$ cat config.mk
export PLATFORM = sky130hd
export DESIGN_NAME = pmic_bridge
export DESIGN_NICKNAME = d
export VERILOG_FILES = /design/src/rtl/pmic_bridge_pkg.sv /design/src/rtl/pmic_wr_fifo.sv /design/src/rtl/pmic_serial_engine.sv /design/src/rtl/pmic_bridge.sv
export SDC_FILE = /design/constraint.sdc
export NUM_CORES = 1
export LEC_CHECK = 0
export ABC_AREA = 1
export BUFFER_PORTS_ARGS = -buffer_cell sky130_fd_sc_hd__buf_2
export CAP_MARGIN = 10
export CORE_AREA = 10 10 212 214
export CTS_CLUSTER_DIAMETER = 200
export DETAILED_ROUTE_END_ITERATION = 16
export DIE_AREA = 0 0 222 224
export PLACE_DENSITY = 0.82
export SYNTH_ARGS = -nofsm -noshare
export SYNTH_HDL_FRONTEND = slang
export SYNTH_SLANG_ARGS = --single-unit
$ cat constraint.sdc
create_clock -name clk_i -period 8.6 [get_ports clk_i]
set_clock_uncertainty 0.2 [all_clocks]
set_input_delay 1.72 -clock clk_i [delete_from_list [all_inputs] [get_ports clk_i]]
set_output_delay 1.72 -clock clk_i [all_outputs]
set_load 0.02 [all_outputs]
$ cat src/rtl/pmic_bridge_pkg.sv
package pmic_bridge_pkg;
  localparam int REG_AW    = 12;
  localparam int REG_DW    = 16;
  localparam int FRAME_W   = 1 + REG_AW + REG_DW;
  localparam int DATA_BIT0 = 1 + REG_AW;  // first bit time of the data phase

  localparam logic [11:0] OFS_CTRL   = 12'h004;
  localparam logic [11:0] OFS_CFG    = 12'h020;
  localparam logic [11:0] OFS_RD_CMD = 12'h028;
  localparam logic [11:0] OFS_RD_RES = 12'h02C;
  localparam logic [11:0] OFS_QSTAT  = 12'h030;

  localparam int CFG_CLK_ON_BIT = 30;
  localparam int QS_EMPTY_BIT   = 10;
  localparam int QS_FULL_BIT    = 11;
  localparam int QS_OVF_BIT     = 12;

  typedef struct packed {
    logic [REG_AW-1:0] addr;
    logic [REG_DW-1:0] data;
  } wr_entry_t;
endpackage

$ cat src/rtl/pmic_wr_fifo.sv
module pmic_wr_fifo #(
  parameter int DEPTH = 16,
  parameter int W     = 28
) (
  input  logic         clk_i,
  input  logic         rst_ni,
  input  logic         push_i,
  input  logic [W-1:0] data_i,
  input  logic         pop_i,
  output logic [W-1:0] data_o,
  output logic         full_o,
  output logic         empty_o
);
  localparam int PW = (DEPTH > 1) ? $clog2(DEPTH) : 1;
  localparam int CW = $clog2(DEPTH + 1);

  logic [W-1:0]  mem_q [DEPTH];
  logic [PW-1:0] wr_q, rd_q;
  logic [CW-1:0] cnt_q;
  logic          push_ok, pop_ok;

  assign full_o  = (cnt_q == CW'(DEPTH));
  assign empty_o = (cnt_q == '0);
  assign push_ok = push_i && !full_o;
  assign pop_ok  = pop_i && !empty_o;
  assign data_o  = mem_q[rd_q];

  function automatic logic [PW-1:0] nxt(input logic [PW-1:0] p);
    return (p == PW'(DEPTH - 1)) ? '0 : p + 1'b1;
  endfunction

  always_ff @(posedge clk_i or negedge rst_ni) begin
    if (!rst_ni) begin
      wr_q  <= '0;
      rd_q  <= '0;
      cnt_q <= '0;
    end else begin
      if (push_ok) wr_q <= nxt(wr_q);
      if (pop_ok)  rd_q <= nxt(rd_q);
      case ({push_ok, pop_ok})
        2'b10:   cnt_q <= cnt_q + 1'b1;
        2'b01:   cnt_q <= cnt_q - 1'b1;
        default: cnt_q <= cnt_q;
      endcase
    end
  end

  always_ff @(posedge clk_i) begin
    if (push_ok) mem_q[wr_q] <= data_i;
  end


  fifo_pop_empty_chk: assert property (@(posedge clk_i) disable iff (!rst_ni)
    pop_i |-> !empty_o);

  fifo_no_overflow_chk: assert property (@(posedge clk_i) disable iff (!rst_ni)
    cnt_q <= CW'(DEPTH));
endmodule

$ cat src/rtl/pmic_serial_engine.sv
module pmic_serial_engine
  import pmic_bridge_pkg::*;
#(
  parameter int CLK_DIV = 4
) (
  input  logic               clk_i,
  input  logic               rst_ni,
  input  logic               clk_on_i,
  input  logic               start_i,
  input  logic [FRAME_W-1:0] frame_i,
  output logic               busy_o,
  output logic               rd_done_o,
  output logic [REG_DW-1:0]  rd_data_o,
  output logic               sclk_o,
  output logic               sen_o,
  output logic               sdo_o,
  input  logic               sdi_i
);
  localparam int HALF  = CLK_DIV / 2;
  localparam int HC_W  = (HALF > 1) ? $clog2(HALF) : 1;
  localparam int BC_W  = $clog2(FRAME_W + 1);
  localparam int LEN   = FRAME_W * CLK_DIV;
  localparam int LEN_W = $clog2(LEN + 1) + 1;

  logic               active_q, is_rd_q, sclk_q, done_q;
  logic [HC_W-1:0]    half_q;
  logic [BC_W-1:0]    bit_q;
  logic [FRAME_W-1:0] shreg_q;
  logic [REG_DW-1:0]  rx_q;
  logic               half_end;

  assign half_end  = (half_q == HC_W'(HALF - 1));
  assign busy_o    = active_q;
  assign rd_done_o = done_q;
  assign rd_data_o = rx_q;
  assign sclk_o    = sclk_q;
  assign sen_o     = active_q;
  assign sdo_o     = active_q & shreg_q[FRAME_W-1];

  always_ff @(posedge clk_i or negedge rst_ni) begin
    if (!rst_ni) begin
      active_q <= 1'b0;
      is_rd_q  <= 1'b0;
      sclk_q   <= 1'b0;
      done_q   <= 1'b0;
      half_q   <= '0;
      bit_q    <= '0;
      shreg_q  <= '0;
      rx_q     <= '0;
    end else begin
      done_q <= 1'b0;
      if (!active_q) begin
        if (start_i) begin
          active_q <= 1'b1;
          is_rd_q  <= frame_i[FRAME_W-1];
          shreg_q  <= frame_i;
          sclk_q   <= 1'b0;
          half_q   <= '0;
          bit_q    <= '0;
          rx_q     <= '0;
        end else if (clk_on_i) begin
          if (half_end) begin
            half_q <= '0;
            sclk_q <= ~sclk_q;
          end else begin
            half_q <= half_q + 1'b1;
          end
        end else begin
          sclk_q <= 1'b0;
          half_q <= '0;
        end
      end else if (half_end) begin
        half_q <= '0;
        if (!sclk_q) begin
          sclk_q <= 1'b1;
          if (is_rd_q && bit_q >= BC_W'(DATA_BIT0)) rx_q <= {rx_q[REG_DW-2:0], sdi_i};
        end else begin
          sclk_q <= 1'b0;
          if (bit_q == BC_W'(FRAME_W - 1)) begin
            active_q <= 1'b0;
            done_q   <= is_rd_q;
          end else begin
            bit_q   <= bit_q + 1'b1;
            shreg_q <= {shreg_q[FRAME_W-2:0], 1'b0};
          end
        end
      end else begin
        half_q <= half_q + 1'b1;
      end
    end
  end

  // frame length checker counter
  logic [LEN_W-1:0] len_q;
  always_ff @(posedge clk_i or negedge rst_ni) begin
    if (!rst_ni)       len_q <= '0;
    else if (active_q) len_q <= len_q + 1'b1;
    else               len_q <= '0;
  end


  frame_len_chk: assert property (@(posedge clk_i) disable iff (!rst_ni)
    $fell(sen_o) |-> len_q == LEN_W'(LEN));

  start_idle_chk: assert property (@(posedge clk_i) disable iff (!rst_ni)
    start_i |-> !active_q);

  sen_rise_low_clk_chk: assert property (@(posedge clk_i) disable iff (!rst_ni)
    $rose(sen_o) |-> !sclk_o);
endmodule

$ cat src/rtl/pmic_bridge.sv
module pmic_bridge
  import pmic_bridge_pkg::*;
#(
  parameter int CLK_DIV    = 4,
  parameter int FIFO_DEPTH = 16,
  parameter int BUS_AW     = 16
) (
  input  logic              clk_i,
  input  logic              rst_ni,
  input  logic              req_i,
  input  logic              we_i,
  input  logic [BUS_AW-1:0] addr_i,
  input  logic [31:0]       wdata_i,
  output logic [31:0]       rdata_o,
  output logic              sclk_o,
  output logic              sen_o,
  output logic              sdo_o,
  input  logic              sdi_i
);
  localparam int PG_W = BUS_AW - 12;
  localparam logic [PG_W-1:0] PAGE_REGS = '0;
  localparam logic [PG_W-1:0] PAGE_WIN  = PG_W'(8);  // window base 0x8000
  localparam int ENT_W = $bits(wr_entry_t);

  logic page_regs, page_win, bus_wr;
  logic push, ovf_clr, cmd_wr;
  assign page_regs = (addr_i[BUS_AW-1:12] == PAGE_REGS);
  assign page_win  = (addr_i[BUS_AW-1:12] == PAGE_WIN);
  assign bus_wr    = req_i && we_i;
  assign push      = bus_wr && page_win;
  assign cmd_wr    = bus_wr && page_regs && (addr_i[11:0] == OFS_RD_CMD);
  assign ovf_clr   = bus_wr && page_regs && (addr_i[11:0] == OFS_QSTAT) && wdata_i[QS_OVF_BIT];

  // write queue
  wr_entry_t q_in, q_out;
  logic      q_full, q_empty, q_pop;
  assign q_in = '{addr: addr_i[11:0], data: wdata_i[REG_DW-1:0]};

  pmic_wr_fifo #(.DEPTH(FIFO_DEPTH), .W(ENT_W)) u_fifo (
    .clk_i   (clk_i),
    .rst_ni  (rst_ni),
    .push_i  (push),
    .data_i  (q_in),
    .pop_i   (q_pop),
    .data_o  (q_out),
    .full_o  (q_full),
    .empty_o (q_empty)
  );

  // registers
  logic [31:0]       ctrl_q, cfg_q;
  logic              ovf_q, rd_busy_q, rd_launched_q;
  logic [REG_AW-1:0] rd_addr_q, rd_echo_q;
  logic [REG_DW-1:0] rd_val_q;

  // engine arbitration: queued writes first
  logic               eng_busy, eng_start, sel_wr, eng_rd_done;
  logic [FRAME_W-1:0] eng_frame;
  logic [REG_DW-1:0]  eng_rd_data;
  assign sel_wr    = !q_empty;
  assign eng_start = !eng_busy && (sel_wr || (rd_busy_q && !rd_launched_q));
  assign q_pop     = eng_start && sel_wr;
  assign eng_frame = sel_wr ? {1'b0, q_out} : {1'b1, rd_addr_q, {REG_DW{1'b0}}};

  always_ff @(posedge clk_i or negedge rst_ni) begin
    if (!rst_ni) begin
      ctrl_q        <= '0;
      cfg_q         <= '0;
      ovf_q         <= 1'b0;
      rd_busy_q     <= 1'b0;
      rd_launched_q <= 1'b0;
      rd_addr_q     <= '0;
      rd_echo_q     <= '0;
      rd_val_q      <= '0;
    end else begin
      if (bus_wr && page_regs && addr_i[11:0] == OFS_CTRL) ctrl_q <= wdata_i;
      if (bus_wr && page_regs && addr_i[11:0] == OFS_CFG)  cfg_q  <= wdata_i;
      if (push && q_full) ovf_q <= 1'b1;
      else if (ovf_clr)   ovf_q <= 1'b0;
      if (cmd_wr && !rd_busy_q) begin
        rd_busy_q     <= 1'b1;
        rd_launched_q <= 1'b0;
        rd_addr_q     <= wdata_i[REG_AW-1:0];
      end else if (eng_rd_done) begin
        rd_busy_q     <= 1'b0;
        rd_launched_q <= 1'b0;
        rd_echo_q     <= rd_addr_q;
        rd_val_q      <= eng_rd_data;
      end else if (eng_start && !sel_wr) begin
        rd_launched_q <= 1'b1;
      end
    end
  end

  pmic_serial_engine #(.CLK_DIV(CLK_DIV)) u_engine (
    .clk_i     (clk_i),
    .rst_ni    (rst_ni),
    .clk_on_i  (cfg_q[CFG_CLK_ON_BIT]),
    .start_i   (eng_start),
    .frame_i   (eng_frame),
    .busy_o    (eng_busy),
    .rd_done_o (eng_rd_done),
    .rd_data_o (eng_rd_data),
    .sclk_o    (sclk_o),
    .sen_o     (sen_o),
    .sdo_o     (sdo_o),
    .sdi_i     (sdi_i)
  );

  // register read mux
  always_comb begin
    rdata_o = '0;
    if (page_regs) begin
      case (addr_i[11:0])
        OFS_CTRL:   rdata_o = ctrl_q;
        OFS_CFG:    rdata_o = cfg_q;
        OFS_RD_CMD: rdata_o = 32'(rd_addr_q);
        OFS_RD_RES: rdata_o = {rd_busy_q, 15'(rd_echo_q), rd_val_q};
        OFS_QSTAT: begin
          rdata_o[QS_EMPTY_BIT] = q_empty;
          rdata_o[QS_FULL_BIT]  = q_full;
          rdata_o[QS_OVF_BIT]   = ovf_q;
        end
        default:    rdata_o = '0;
      endcase
    end
  end


  busy_set_chk: assert property (@(posedge clk_i) disable iff (!rst_ni)
    $rose(rd_busy_q) |-> $past(cmd_wr));

  busy_clear_chk: assert property (@(posedge clk_i) disable iff (!rst_ni)
    $fell(rd_busy_q) |-> $past(eng_rd_done));

  gated_clk_chk: assert property (@(posedge clk_i) disable iff (!rst_ni)
    (!cfg_q[CFG_CLK_ON_BIT] && $past(!cfg_q[CFG_CLK_ON_BIT]) && !sen_o) |-> !sclk_o);

  rd_after_writes_chk: assert property (@(posedge clk_i) disable iff (!rst_ni)
    ($rose(sen_o) && sdo_o) |-> $past(q_empty));
endmodule

Word level (Yosys, flattened, before mapping)
Memory sizes are Yosys's and may differ from the RTL's. Cells that the tools add are included.

Memories: 1. Bits in registers: 175. Bits of input ports: 53. Output and inout bits: 35. Word-level logic and storage cells: 135. Bits in writable memories: 448.

Bitwise operators: 4. Muxes and demuxes: 51. Add/subtract/negate cells: 6. Reduce and logical (&&, ||, !) cells: 35. Order comparisons: 1. Equal/unequal tests: 18.

Memory list: u_fifo.mem_q (words 16, bits a word 28, rd ports 1, clocked after memory_dff 0, wr ports 1, line pmic_wr_fifo.sv:17) `logic [W-1:0] mem_q [DEPTH];`.

Operator list (number): 29-bit two-way mux (6); 16-bit two-way mux (5); 19-bit case mux with 3 select lines (1); 12-bit by 6-bit == test with 1-bit output, second input constant (4); 10-bit case mux with 4 select lines (1); 32-bit two-way mux (1); 1-bit two-way mux (28); 5-bit two-way mux (5); 1-bit logical AND (17); 3-bit case mux with 5 select lines (1); 12-bit by 3-bit == test with 1-bit output, second input constant (1); 4-bit == test, second input constant (3); 5-bit by 1-bit adder with 5-bit output, second input constant (2); 5-bit == test, second input constant (2); 2-bit inequality test, second input constant (5); 5-bit case mux with 2 select lines (1); 4-bit by 1-bit adder with 4-bit output, second input constant (2); 4-bit two-way mux (2); 4-bit AND reduction (2); 2-bit nonzero test (4); 2-bit AND reduction (3); 5-bit by 4-bit >= comparator with 1-bit output, second input constant (1); 1-bit logical NOT (5); 5-bit logical NOT (1); 10 further kinds (12).

Logic depth before layout (Yosys ltp)
Gate-level depths: netlist (run 1).

Depth after elaboration: 8. Depth in mapped cells: 16. Depth with buffers taken out: 15.

Modules after synthesis
A second synthesis (run 1) with hierarchy kept.

Cells, all modules: 3115. Area, all modules: 28546.1 sq um.

Modules (own cells, without submodules): pmic_wr_fifo (area an instance 20364.5 sq um, cells each 2039, seq. area each 13778.2 sq um, instances 1); pmic_bridge (area an instance 5447.7 sq um, cells each 723, seq. area each 2677.6 sq um, instances 1); pmic_serial_engine (area an instance 2733.9 sq um, cells each 353, seq. area each 1376.3 sq um, instances 1).

Worst setup path before layout (run 1)
Ideal clock, no wire load.

Kind: input-to-output. Start: input port addr_i[11]. End: output port rdata_o[14]. Stages: 8. Setup slack: 3.694 ns. Path buffers: 1. Required time: 6.680 ns. Arrival: 2.986 ns. Path through: nor2_1 -> nand2_2 -> nor2_4 -> nand2_1 -> clkinv_2 -> buf_4 -> nand2_1 -> a31oi_1.

Longest elaborated chain between the ends: 3. Elaborated cells on any way between the ends: 5. Classes of those cells: eq/ne (3); mux (2).

Ends and longest elaborated chain: start: declaration (line pmic_bridge.sv:12) `input logic [BUS_AW-1:0] addr_i,`; 12-bit by 6-bit == test with 1-bit output / 12-bit by 3-bit == test with 1-bit output (equally long branches) (line pmic_bridge.sv:114) `case (addr_i[11:0])`; 19-bit case mux with 3 select lines * (line pmic_bridge.sv:114); 32-bit two-way mux * (line pmic_bridge.sv:113) `if (page_regs) begin`; end: declaration (line pmic_bridge.sv:14) `output logic [31:0] rdata_o,`.

Mark *: on every way between the ends. The rest lies on a longest branch, timed or not.

Final worst setup path (run 1)
Start: input port addr_i[6]. End: output port rdata_o[16].

Same word-level chain as after synthesis.

==> results of run 1 <==
==> flip-flops by register name, indices dropped and copies added, names as in the netlist, 12 cells and up <==
register / count
u_engine.rd_data_o: 16
cfg_q: 32
rd_addr_q: 12
ctrl_q: 32
u_fifo.mem_q: 448
u_engine.shreg_q: 29
rd_echo_q: 12
rd_val_q: 16
==> cell usage after synthesis (all sizes together) (2+ instances only) <==
| master | number | share of area, % |
|---|---|---|
| clkbuf | 46 | 0.65 |
| xor2 | 9 | 0.29 |
| nor2 | 295 | 4.3 |
| xnor2 | 2 | 0.065 |
| nand3 | 272 | 5.1 |
| ha | 12 | 0.56 |
| o21ai | 236 | 4.7 |
| nand2 | 666 | 9.6 |
| edfxtp | 448 | 50 |
| a31oi | 16 | 0.37 |
| o211ai | 42 | 1.2 |
| nor3 | 4 | 0.12 |
| nand3b | 2 | 0.056 |
| inv | 205 | 2.9 |
| o22ai | 27 | 0.63 |
| a21oi | 42 | 0.78 |
| buf | 100 | 2.2 |
| a21boi | 2 | 0.056 |
| dfrtp | 175 | 16 |
| nand4 | 7 | 0.22 |
==> where the power goes <==
group          internal, mW  switching, mW
sequential             3.24         0.0168
clock                  1.49           1.11
combinational        0.0400          0.154
total                  4.78           1.28
==> worst register-to-register path, stage by stage (launching register included) <==
cell	delay, ns
dfrtp_4	0.72
inv_4	0.73
buf_4	0.96
nand2_1	0.15
nand3_1	0.11
nand2_1	0.09
nand2_1	0.07
nand2_1	0.06
nor2_1	0.12
nand2_1	0.18
nand2_1	0.11
nand2_1	0.05
==> logic make-up after synthesis <==
group           share of synthesized area (%)
simple gates                             19.4
flops                                    66.2
compound gates                           7.77
buf+inv                                  5.69
fa+ha+maj                               0.557
xor+xnor                                0.358
==> placed cells by master, fill, tap and decap left out, drive strengths merged <==
cell type and n:
xnor2 2, a31oi 16, bufinv 6, nor3b 1, nor3 4, nand3b 2
dfrtp 175, buf 111, clkinvlp 3, inv 206, o211ai 42, edfxtp 448
or2 1, and2 1, nand3 272, xor2 9, ha 12, o21bai 1
a21oi 42, clkinv 22, nand2 666, o21ai 236, nor2 295, nand4 7
o31ai 1, o22ai 27, clkbuf 75, a21boi 2
==> stage by stage <==
step / hold WS (ns) / utilization (%) / power (mW) / instances
6_report: 0.284 / 72.8 / 6.05 / 3217
5_1_grt: 0.311 / 72.8 / 6.19 / 3217
4_1_cts: 0.288 / 72.8 / 6.05 / 3217
3_5_place_dp: 0.274 / 68.1 / 3.51 / 3111
3_3_place_gp: 0.264 / 68.1 / 3.50 / 3111
2_1_floorplan: 0.249 / - / 3.40 / 2614
==> worst min-delay path by stage <==
stage	to	slack (ns)	cells past startpoint
2_1_floorplan	u_engine.half_end	0.25	1
3_3_place_gp	u_engine.half_end	0.26	1
3_5_place_dp	ctrl_q[2]	0.27	2
4_1_cts	rd_addr_q[8]	0.29	2
5_1_grt	u_engine.half_end	0.31	1
6_report	rd_addr_q[8]	0.28	2
==> cell type report <==
| class | count | share of cell area [%] |
|---|---|---|
| Inverter | 206 | 2.64 |
| Timing Repair Buffer | 111 | 2.15 |
| Multi-Input combinational cell | 1639 | 26.1 |
| Clock buffer | 75 | 5.45 |
| Tap cell | 532 | 2.25 |
| Clock inverter | 31 | 1.04 |
| Sequential cell | 623 | 60.4 |
==> metal layers <==
metal | track usage, % | wire length (um)
met5 | 0 | 0
met1 | 37.5 | 27400
met3 | 5.21 | 6910
met2 | 44.9 | 33900
met4 | 13.3 | 3300
==> flow_metrics.tcl, run 1 <==
set metrics [dict create \
    ir_drop_mv 0.156 \
    wl_um 71500 \
    r2r_cells 11 \
    crit_cells 9 \
    worst_pin_slew_ns 1.24 \
    register_area_sq_mm 0.0178 \
    io_pins 88 \
    hp-start "rd_addr_q[8]" \
    vias_per_cell 6.11 \
    antenna_found_initial 0 \
    drv_cap 0 \
    critPathLaunch "addr_i[6]" \
    die_h_um 224 \
    critPathLaunchType "primary input" \
    h-tree-depth 2 \
    crit_path_end_kind "output pin" \
    area.growth.synth_to_final_pct 9.63 \
    async_flop_share_pct 28.1 \
    ff2ff_setup_slack_ns 4.95 \
    multi_input_area_sq_mm 0.00770 \
    worstSkewPairLatency_ns 0.62 \
    cts.sinks 623 \
    firstDrtPassIters 5 \
    crit_buf_inv 3 \
    synthCells 2614 \
    min_path_type "register to register" \
    route.antenna.remaining_nets 0 \
    cp_top_family "simple AND/OR/NAND/NOR gates" \
    grt_pass1_vias 19096 \
    setup_ws_ns 2.07 \
    critical-path-slowest-cell "nor2_1" \
    die_area_sq_mm 0.0497 \
    syn_avg_cell_area_sq_um 10.3 \
    grt_max_degree 217 \
    period_share_pct 75.9 \
    synthFlopType "edfxtp_1" \
    cp_cell_sequence "buf_2 -> inv_1 -> nand2_1 -> nor2_1 -> nand3_1 -> nand3_1 -> nand2_1 -> a31oi_1 -> buf_2" \
    grt_pass1_wl_um 110000 \
    finalSetupViolations 0 \
    cts_buffers 59 \
    r2r-start "u_fifo.rd_q[0]" \
    first_iter_violations 2939 \
    rsz0062_at_grt "no" \
    ys_seq_area_share_pct 66.2 \
    place_ws_ns 2.21 \
    portBuffers 87 \
    synth_nets 2679 \
    hpwlAfterDp_um 41300 \
    tns_ns 0 \
    synth.distinct_cells 43 \
    drv_slew 0 \
    start_util_pct 66.4 \
    die-width_um 222 \
    grt_overflow 0 \
    gp_congestion 0.918 \
    cp_max_fo 30 \
    syn-cell-area_sq_mm 0.0269 \
    cts_hold_buf 0 \
    cts_tree "yes" \
    period_needed_ns 6.53 \
    coreArea_sq_mm 0.0406 \
    cp.arrival_ns 4.61 \
    placed_cell_area_sq_mm 0.0276 \
    fillers 2632 \
    finalNetCount 2705 \
    status "finished, final reports clean" \
    wl_per_cell_um 22.2 \
    finalHoldViolCount 0 \
    num_vias 19645 \
    critPathCapture "rdata_o[16]" \
    power_density_mw_per_mm2 205 \
    fin_area_sq_mm 0.0295 \
    cts_resized 0 \
    grt_use_total_pct 28.3 \
    ys_warn_count 0 \
    crit_type "primary input to output pin" \
    remaining_drc_errors 0 \
    synth_edf_count 448 \
    r2r-end "u_engine.shreg_q[19]" \
    root_buffer "clkbuf_16" \
    crit_required_ns 6.68 \
    clockBufferDepth 3 \
    drive_gt1_share_pct 10.7 \
    synth-seq-cells 623 \
    diodes 0 \
    slowest_delay_ns 0.72 \
    row_count 74 \
    cts.clk_slew.worst_paths_ns 0.06 \
    cts_setup_buffers 0 \
    max_freq_ghz 0.153 \
    relSlewSlack_pct 17.0 \
    total_leakage_power_nw 11.9 \
]
Note: power is estimated with default switching activity, not from simulation.
==> run 2, diff against run 1 <==
--- a/config.mk
+++ b/config.mk
@@ -8,11 +8,11 @@
 export ABC_AREA = 1
 export BUFFER_PORTS_ARGS = -buffer_cell sky130_fd_sc_hd__buf_2
 export CAP_MARGIN = 10
-export CORE_AREA = 10 10 212 214
+export CORE_AREA = 10 10 220 222
 export CTS_CLUSTER_DIAMETER = 200
 export DETAILED_ROUTE_END_ITERATION = 16
-export DIE_AREA = 0 0 222 224
-export PLACE_DENSITY = 0.82
+export DIE_AREA = 0 0 230 232
+export PLACE_DENSITY = 0.77
 export SYNTH_ARGS = -nofsm -noshare
 export SYNTH_HDL_FRONTEND = slang
 export SYNTH_SLANG_ARGS = --single-unit
==> constraint.sdc (replaced) <==
create_clock -name clk_i -period 6.5 [get_ports clk_i]
set_clock_uncertainty 0.2 [all_clocks]
set_input_delay 1.3 -clock clk_i [delete_from_list [all_inputs] [get_ports clk_i]]
set_output_delay 1.3 -clock clk_i [all_outputs]
set_load 0.02 [all_outputs]
==> flow_metrics.tcl, run 2 (synthesis gave the netlist of run 1 again) <==
set metrics [dict create \
    rsz0062_at_grt "no" \
    wl_per_cell_um 21.2 \
    num_vias 19234 \
    placedCellCount 3177 \
    worst_pin_slew_ns 1.18 \
    root_buffer "clkbuf_16" \
    die_h_um 232 \
    crit_cells 9 \
    top_regs "u_fifo.mem_q (448), cfg_q (32), ctrl_q (32)" \
    worstSkewPairLatency_ns 0.62 \
    hpwlAfterDp_um 41400 \
    cp_max_fo 30 \
    regMostFlops "u_fifo.mem_q" \
    hold_depth 1 \
    relSlewSlack_pct 21.0 \
    finalNetCount 2712 \
    drv_cap 0 \
    io_pins 88 \
    drv_slew 0 \
    cp_top_family "simple AND/OR/NAND/NOR gates" \
    slowest_delay_ns 0.72 \
    first_iter_violations 2437 \
    largest_reg_flops 448 \
    die_area_sq_mm 0.0534 \
    vias_per_cell 5.85 \
    crit_required_ns 5.00 \
    firstDrtPassIters 6 \
    cts_hold_buf 0 \
    fillers 3161 \
    gp_congestion 1.02 \
    max_freq_ghz 0.181 \
    cp.arrival_ns 4.03 \
    route.antenna.remaining_nets 0 \
    cts_setup_buffers 0 \
    final_common_cell "nand2_1" \
    cts_resized 0 \
    cts_buffers 60 \
    area.growth.synth_to_final_pct 10.2 \
    antenna_found_initial 4 \
    critPathLaunchType "primary input" \
    cp_cell_sequence "buf_2 -> inv_2 -> nand2_1 -> nor2_1 -> nand3_1 -> nand3_1 -> nand2_1 -> a31oi_1 -> buf_2" \
    remaining_drc_errors 0 \
    period_needed_ns 5.53 \
    period_share_pct 85.0 \
    mostFrequentLayoutCells "nand2_1 (639), edfxtp_1 (448), nor2_1 (271), nand3_1 (269), inv_1 (195)" \
    power_density_mw_per_mm2 270 \
    total_leakage_power_nw 11.9 \
    min_path_type "register to register" \
    crit_buf_inv 3 \
    portBuffers 87 \
    finalHoldViolCount 0 \
    h-tree-depth 2 \
    row_count 77 \
    cts.clk_slew.worst_paths_ns 0.06 \
    tns_ns 0 \
    finalSetupViolations 0 \
    drive_gt1_share_pct 11.1 \
    start_util_pct 61.3 \
    wl_um 69800 \
    layout.cells.non_filler 3290 \
    critical-path-slowest-cell "nor2_1" \
    status "finished, final reports clean" \
    grt_use_total_pct 25.6 \
    cts.sinks 623 \
    grt_max_degree 198 \
    coreArea_sq_mm 0.0439 \
    grt_pass1_vias 18169 \
    ir_drop_mv 0.224 \
    crit_type "primary input to output pin" \
    r2r_cells 9 \
    die-width_um 230 \
    hold_slack_ns 0.282 \
    clockBufferDepth 3 \
    grt_overflow 0 \
    grt_pass1_wl_um 105000 \
    cts_tree "yes" \
    crit_path_end_kind "output pin" \
]
==> run 2: cell count changes in the layout (fill, tap and decap cells not counted), sizes merged <==
cell,delta
buf,+6
clkbuf,+1
diode,+1
bufinv,+1
clkinvlp,+4
==> run 2: through the flow <==
stage / setup WS [ns] / total power [mW] / util, % / cell area (sq um)
after floorplan: 2.43 / 4.50 / - / 26900
after global placement: 1.27 / 4.63 / 63.1 / 27700
after detailed placement: 1.15 / 4.65 / 63.1 / 27700
after CTS: 1.12 / 8.05 / 67.6 / 29700
after global routing: 0.827 / 8.24 / 67.6 / 29700
final: 0.975 / 8.03 / 67.6 / 29700
==> run 2: power by group <==
group	total [mW]	internal, mW	switching, mW
registers	4.31	4.29	0.0223
logic	0.254	0.0538	0.201
clock network	3.46	1.99	1.47
total	8.03	6.33	1.70
==> run 2: path summary, 6_finish.rpt <==
| check | start | to | slack, ns |
|---|---|---|---|
| min in group asynchronous | rst_ni | u_engine.bit_q[4] | 0.52 |
| hold / removal | u_engine.half_end | u_engine.half_end | 0.28 |
| setup reg to reg | u_fifo.rd_q[1] | u_engine.shreg_q[5] | 3.00 |
| hold reg to reg | u_engine.half_end | u_engine.half_end | 0.28 |
| setup / recovery | addr_i[4] | rdata_o[22] | 0.97 |
| max in group asynchronous | rst_ni | cfg_q[28] | 4.44 |
==> run 2: area by class of cell <==
class,count,area [sq um],share of cell area (%)
inverters,206,779,2.63
diodes,1,2.50,0.00843
clock inverters,36,378,1.27
multi-input cells,1639,7700,25.9
flip-flops and latches,623,17800,60.1
repair buffers,117,679,2.29
well taps,592,741,2.49
clock buffers,76,1570,5.29
==> run 2: layer usage <==
layer,part of all wire [%],global-route usage [%],wire [um]
met2,48,40.6,33200
met3,9.1,5.01,6340
met1,39,34.1,27400
met4,4.0,11.3,2800
met5,0.033,0,23
